**src/rtl/pcs_pkg.sv**
```systemverilog
package pcs_pkg;

    typedef enum logic [2:0] {
        ST_FETCH,
        ST_OPLO,
        ST_OPHI,
        ST_PUSHHI,
        ST_PUSHLO,
        ST_POPLO,
        ST_POPHI
    } pcs_state_e;

    localparam logic [7:0] OPC_CALL_PO = 8'hE4;
    localparam logic [7:0] OPC_RET     = 8'hC9;

endpackage

```
**src/rtl/pcs_fsm.sv**
```systemverilog
module pcs_fsm
    import pcs_pkg::*;
#(
    parameter int DW         = 8,
    parameter int TW         = 3,
    parameter int CALL_FETCH = 6,
    parameter int BASE_FETCH = 4,
    parameter int MEM_LEN    = 3,
    parameter int SAMPLE_T   = 2
) (
    input  logic          clk,
    input  logic          rst,
    input  logic          restart,
    input  logic [DW-1:0] ir,
    input  logic          parity,
    output pcs_state_e    st_q,
    output logic [TW-1:0] tcnt_q,
    output logic          cyc_last,
    output logic          mem_rd,
    output logic          mem_wr,
    output logic          insn_end
);

    pcs_state_e nxt;
    int         cyc_len;
    logic       is_call;
    logic       is_ret;

    // Cycle length and successor state
    always_comb begin
        is_call = (ir == OPC_CALL_PO);
        is_ret  = (ir == OPC_RET);
        cyc_len = MEM_LEN;
        nxt     = st_q;
        unique case (st_q)
            ST_FETCH: begin
                cyc_len = is_call ? CALL_FETCH : BASE_FETCH;
                if (is_call)     nxt = ST_OPLO;
                else if (is_ret) nxt = ST_POPLO;
                else             nxt = ST_FETCH;
            end
            ST_OPLO:   nxt = parity ? ST_FETCH : ST_OPHI;
            ST_OPHI:   nxt = ST_PUSHHI;
            ST_PUSHHI: nxt = ST_PUSHLO;
            ST_PUSHLO: nxt = ST_FETCH;
            ST_POPLO:  nxt = ST_POPHI;
            ST_POPHI:  nxt = ST_FETCH;
            default:   nxt = ST_FETCH;
        endcase
        cyc_last = (int'(tcnt_q) == cyc_len - 1);
    end

    // State register
    always_ff @(posedge clk) begin
        if (rst || restart) begin
            st_q   <= ST_FETCH;
            tcnt_q <= '0;
        end else if (cyc_last) begin
            st_q   <= nxt;
            tcnt_q <= '0;
        end else begin
            tcnt_q <= tcnt_q + TW'(1);
        end
    end

    // Strobes and instruction end
    always_comb begin
        mem_rd = 1'b0;
        mem_wr = 1'b0;
        unique case (st_q)
            ST_FETCH:  mem_rd = (int'(tcnt_q) <= SAMPLE_T);
            ST_OPLO, ST_OPHI, ST_POPLO, ST_POPHI: mem_rd = 1'b1;
            ST_PUSHHI, ST_PUSHLO: mem_wr = 1'b1;
            default: ;
        endcase
        insn_end = cyc_last && (nxt == ST_FETCH);
    end

endmodule

```
**src/rtl/pcs_dp.sv**
```systemverilog
module pcs_dp
    import pcs_pkg::*;
#(
    parameter int AW       = 16,
    parameter int DW       = 8,
    parameter int TW       = 3,
    parameter int SAMPLE_T = 2
) (
    input  logic          clk,
    input  logic          rst,
    input  logic          ld_en,
    input  logic [AW-1:0] ld_pc,
    input  logic [AW-1:0] ld_sp,
    input  logic          parity,
    input  logic [DW-1:0] mem_rdata,
    input  pcs_state_e    st,
    input  logic [TW-1:0] tcnt,
    input  logic          cyc_last,
    output logic [AW-1:0] mem_addr,
    output logic [DW-1:0] mem_wdata,
    output logic [AW-1:0] pc_q,
    output logic [AW-1:0] sp_q,
    output logic [DW-1:0] ir_q,
    output logic [DW-1:0] lo_q
);

    logic [DW-1:0] hi_q;
    logic          sample;

    assign sample = (int'(tcnt) == SAMPLE_T);

    always_ff @(posedge clk) begin
        if (rst) begin
            pc_q <= '0;
            sp_q <= '0;
            ir_q <= '0;
            lo_q <= '0;
            hi_q <= '0;
        end else if (ld_en) begin
            pc_q <= ld_pc;
            sp_q <= ld_sp;
            ir_q <= '0;
        end else begin
            unique case (st)
                ST_FETCH: if (sample) begin
                    ir_q <= mem_rdata;
                    pc_q <= pc_q + AW'(1);
                end
                ST_OPLO: if (sample) begin
                    lo_q <= mem_rdata;
                    // a failed condition also skips the high operand byte
                    pc_q <= pc_q + ((cyc_last && parity) ? AW'(2) : AW'(1));
                end
                ST_OPHI: if (sample) begin
                    hi_q <= mem_rdata;
                    pc_q <= pc_q + AW'(1);
                end
                ST_PUSHHI: if (cyc_last) sp_q <= sp_q - AW'(1);
                ST_PUSHLO: if (cyc_last) begin
                    sp_q <= sp_q - AW'(1);
                    pc_q <= {hi_q, lo_q};
                end
                ST_POPLO: if (sample) begin
                    lo_q <= mem_rdata;
                    sp_q <= sp_q + AW'(1);
                end
                ST_POPHI: if (sample) begin
                    pc_q <= {mem_rdata, lo_q};
                    sp_q <= sp_q + AW'(1);
                end
                default: ;
            endcase
        end
    end

    always_comb begin
        mem_wdata = '0;
        unique case (st)
            ST_PUSHHI, ST_PUSHLO: mem_addr = sp_q - AW'(1);
            ST_POPLO, ST_POPHI:   mem_addr = sp_q;
            default:              mem_addr = pc_q;
        endcase
        if (st == ST_PUSHHI) mem_wdata = pc_q[AW-1 -: DW];
        if (st == ST_PUSHLO) mem_wdata = pc_q[DW-1:0];
    end

endmodule

```
**src/rtl/pcs_top.sv**
```systemverilog
module pcs_top
    import pcs_pkg::*;
#(
    parameter int AW         = 16,
    parameter int DW         = 8,
    parameter int CALL_FETCH = 6,
    parameter int BASE_FETCH = 4,
    parameter int MEM_LEN    = 3
) (
    input  logic          clk,
    input  logic          rst,
    input  logic          ld_en,
    input  logic [AW-1:0] ld_pc,
    input  logic [AW-1:0] ld_sp,
    input  logic          parity_in,
    input  logic [DW-1:0] mem_rdata,
    output logic [AW-1:0] mem_addr,
    output logic [DW-1:0] mem_wdata,
    output logic          mem_rd,
    output logic          mem_wr,
    output logic [AW-1:0] pc_out,
    output logic [AW-1:0] sp_out,
    output logic          insn_end
);

    localparam int TW       = $clog2(CALL_FETCH);
    localparam int SAMPLE_T = MEM_LEN - 1;

    pcs_state_e    st;
    logic [TW-1:0] tcnt;
    logic          cyc_last;
    logic [DW-1:0] ir;
    logic [DW-1:0] lo_byte;

    pcs_fsm #(
        .DW(DW), .TW(TW), .CALL_FETCH(CALL_FETCH), .BASE_FETCH(BASE_FETCH),
        .MEM_LEN(MEM_LEN), .SAMPLE_T(SAMPLE_T)
    ) u_fsm (
        .clk(clk), .rst(rst), .restart(ld_en), .ir(ir), .parity(parity_in),
        .st_q(st), .tcnt_q(tcnt), .cyc_last(cyc_last),
        .mem_rd(mem_rd), .mem_wr(mem_wr), .insn_end(insn_end)
    );

    pcs_dp #(
        .AW(AW), .DW(DW), .TW(TW), .SAMPLE_T(SAMPLE_T)
    ) u_dp (
        .clk(clk), .rst(rst), .ld_en(ld_en), .ld_pc(ld_pc), .ld_sp(ld_sp),
        .parity(parity_in), .mem_rdata(mem_rdata), .st(st), .tcnt(tcnt),
        .cyc_last(cyc_last), .mem_addr(mem_addr), .mem_wdata(mem_wdata),
        .pc_q(pc_out), .sp_q(sp_out), .ir_q(ir), .lo_q(lo_byte)
    );

endmodule

```
**config.mk**
```make
export PLATFORM = sky130hd
export DESIGN_NAME = pcs_top
export DESIGN_NICKNAME = d
export VERILOG_FILES = /design/src/rtl/pcs_pkg.sv /design/src/rtl/pcs_fsm.sv /design/src/rtl/pcs_dp.sv /design/src/rtl/pcs_top.sv
export SDC_FILE = /design/constraint.sdc
export NUM_CORES = 1
export LEC_CHECK = 0
export BUFFER_PORTS_ARGS = -buffer_cell sky130_fd_sc_hd__clkbuf_2
export CAP_MARGIN = 20
export CORE_UTILIZATION = 25
export CTS_CLUSTER_SIZE = 16
export DETAILED_ROUTE_END_ITERATION = 7
export PLACE_DENSITY = 0.5
export SLEW_MARGIN = 20
export SYNTH_ARGS = -nofsm -noshare
export SYNTH_HDL_FRONTEND = slang
export SYNTH_SLANG_ARGS = --single-unit
```
**constraint.sdc**
```tcl
create_clock -name clk -period 3.5 [get_ports clk]
set_clock_uncertainty 0.15 [all_clocks]
set_input_delay 0.525 -clock clk [delete_from_list [all_inputs] [get_ports clk]]
set_output_delay 0.525 -clock clk [all_outputs]
set_load 0.02 [all_outputs]
```
==> flow_summary_export.csv <==
group,metric,value,unit
outcome,status,"completed",
die,coreArea,17400,um^2
cells_and_area,final_nets,732,
timing,finalMaxSlewViolations,0,
timing,tightestPinTransition,862,ps
global_routing,grt_pass1_vias,4560,
route,drc,0,
global_routing,antenna_found_initial,0,
global_routing,grt_usage,0.186,
synthesis,synth_edf_count,0,
global_routing,grt_pass1_wl,25900,um
clock_tree,cts_tree,"done",
timing,hold_viol,0,
global_routing,overflow,0,
clock_tree,clock_latency,340,ps
timing,setup_viol,0,
cells_and_area,final_common_cell,"clkbuf_2",
route,wirelength,16800,um
cells_and_area,mostFrequentLayoutCells,"clkbuf_2, dfxtp_1, nor2_1, nand2_1, o21ai_0",
timing,finalCritPeriodShare,0.941,
cells_and_area,drive_gt1_frac,0.226,
synthesis,syn_nets,647,
placed_design,place_area,5260,um^2
timing,grt_setup_unrepaired,"no",
timing,fin_ws,205,ps
clock_tree,hold_buffers,0,
die,die_w,136,um
hold_path,hold_path_class,"in2reg",
die,fp.dieH,136,um
clock_tree,clock-root-buffer,"clkbuf_16",
global_routing,grt_max_degree,52,
placed_design,hpwl,12400,um
timing,tns,0,ps
power_and_ir_drop,cellPowerDensity,381,nW/um^2
cells_and_area,fillers,1926,
worst_setup_path,worst-setup-path-type,"reg2out",
cells_and_area,post-route-util,0.321,
cells_and_area,regArea,1240,um^2
synthesis,yosys_warnings,0,
clock_tree,cts-buffers-inserted,9,
placed_design,port_buffers,102,
placed_design,gp_congestion,0.878,
power_and_ir_drop,p_total,2.13,mW
die,rows,48,
synthesis,postSynthCellCount,596,
worst_setup_path,cp.arrival,2620,ps
synthesis,synth_cell_type_count,69,
route,wl_per_cell,18.5,um
die,die_area,18500,um^2
worst_setup_path,required,2820,ps
cells_and_area,final_cell_area,5590,um^2
clock_tree,cts_max_path_buffers,2,
synthesis,ys_seq_area_frac,0.276,
route,drt_iter0_markers,413,
route,viasPerCell,5.46,
cells_and_area,syn2layout_area_growth,24.3,%
clock_tree,clock_sinks,62,
timing,layout_min_cycle_time,3290,ps
clock_tree,clk_pin_slew_worst_paths,50,ps
timing,fmax,0.304,GHz
power_and_ir_drop,peakVddDrop,0.000227,V
cells_and_area,diodes,0,
clock_tree,h-tree-depth,3,
worst_setup_path,end_kind,"output pin",
die,start_util,0.258,
worst_setup_path,worstPathMaxFanout,14,
die,ios,103,
synthesis,syn_avg_cell_area,7.54,um^2
synthesis,async_reset_ff_frac,0,
worst_setup_path,start_kind,"flop",
route,num_vias,4972,
placed_design,dpl_worst_slack,535,ps
route,drtAntennaViolNets,0,
clock_tree,postCtsSetupBuffers,0,
route,drtPass1Iterations,7,
run,maxCapViolCount,0,
timing,slew_headroom,0.424,
cells_and_area,multi_input_area,2940,um^2
power_and_ir_drop,leakage,2.28,nW
synthesis,synth_top_flop_cell,"dfxtp_1",
synthesis,syn_area,4490,um^2
synthesis,ys_ff_latch,62,
## stage by stage
stage	hold slack, ps	std cells
floorplan	286	596
global placement	299	895
detailed placement	301	895
CTS	278	911
global route	294	911
finish	290	911
## per-layer routing
layer / vias up / global-route usage / wire, um
met2: 206 / 0.276 / 7450
met1: 2330 / 0.256 / 7600
met4: 0 / 0.0821 / 570
li1: 2402 / - / -
met3: 34 / 0.0395 / 1210
met5: - / 0 / 0
## worst paths after layout
check / start / to / slack, ps / depth (start not counted)
worst max register to register: u_fsm.st_q[0] / u_dp.pc_q[6] / 510 / 9
worst min-delay path: ld_sp[11] / u_dp.sp_q[11] / 290 / 3
worst min register to register: u_dp.lo_q[4] / u_dp.lo_q[4] / 310 / 2
worst max-delay path: u_dp.sp_q[4] / mem_addr[13] / 210 / 6
## cell usage after synthesis (all sizes together), types with 7 or more instances
library cell,n,area [um^2]
a211oi,20,155
a21oi,36,180
a221o,13,130
a22o,8,70.1
a31oi,7,43.8
and3,7,43.8
buf,10,62.6
clkbuf,47,178
dfxtp,62,1240
inv,15,56.3
mux2i,25,250
nand2,43,161
nand3,24,120
nand3b,7,52.6
nand4,7,43.8
nor2,59,221
nor3,28,140
nor4,7,43.8
o211ai,7,52.6
o21ai,39,195
o22ai,7,43.8
or3,11,68.8
xor2,10,87.6
## cell families after synthesis
kind of cell,count (synthesis),synth area share
AO/OA/AOI/OAI,179,0.280
XOR/XNOR,14,0.0273
adder cells (fa/ha/maj),7,0.0212
buffers and inverters,75,0.0685
flip-flops,62,0.276
multiplexers,26,0.0582
AND/OR/NAND/NOR,233,0.269
## area by class of cell
cell class              count  area share
clock buffers              10      0.0410
clock inverters             6      0.0168
inverters                  18      0.0121
multi-input cells         459       0.527
flip-flops and latches     62       0.222
well taps                 225      0.0504
repair buffers            131       0.130
## registers in the layout (all words and copies together) (netlist names)
signal	cells
u_dp.ir_q	8
u_fsm.st_q	3
u_dp.pc_q	16
u_fsm.tcnt_q	3
u_dp.hi_q	8
u_dp.lo_q	8
u_dp.sp_q	16
## worst max-delay path: stages, from the launching register on
cell      delay [ps]
dfxtp_1          450
or4_1            610
or2_0            380
o21ai_0          270
a21boi_0         120
a221o_1          300
clkbuf_2         160
## report_power, final
group | internal [mW] | switching [mW]
sequential | 0.735 | 0.0654
clock | 0.628 | 0.349
combinational | 0.135 | 0.216
total | 1.50 | 0.630
## repair_timing
| action | in CTS | in global routing |
|---|---|---|
| gates resized for setup | 0 | 1 |
| setup endpoints to repair | 0 | 1 |
| endpoints found under the hold margin | 0 | 0 |
Note: power is estimated with default switching activity, not from simulation.
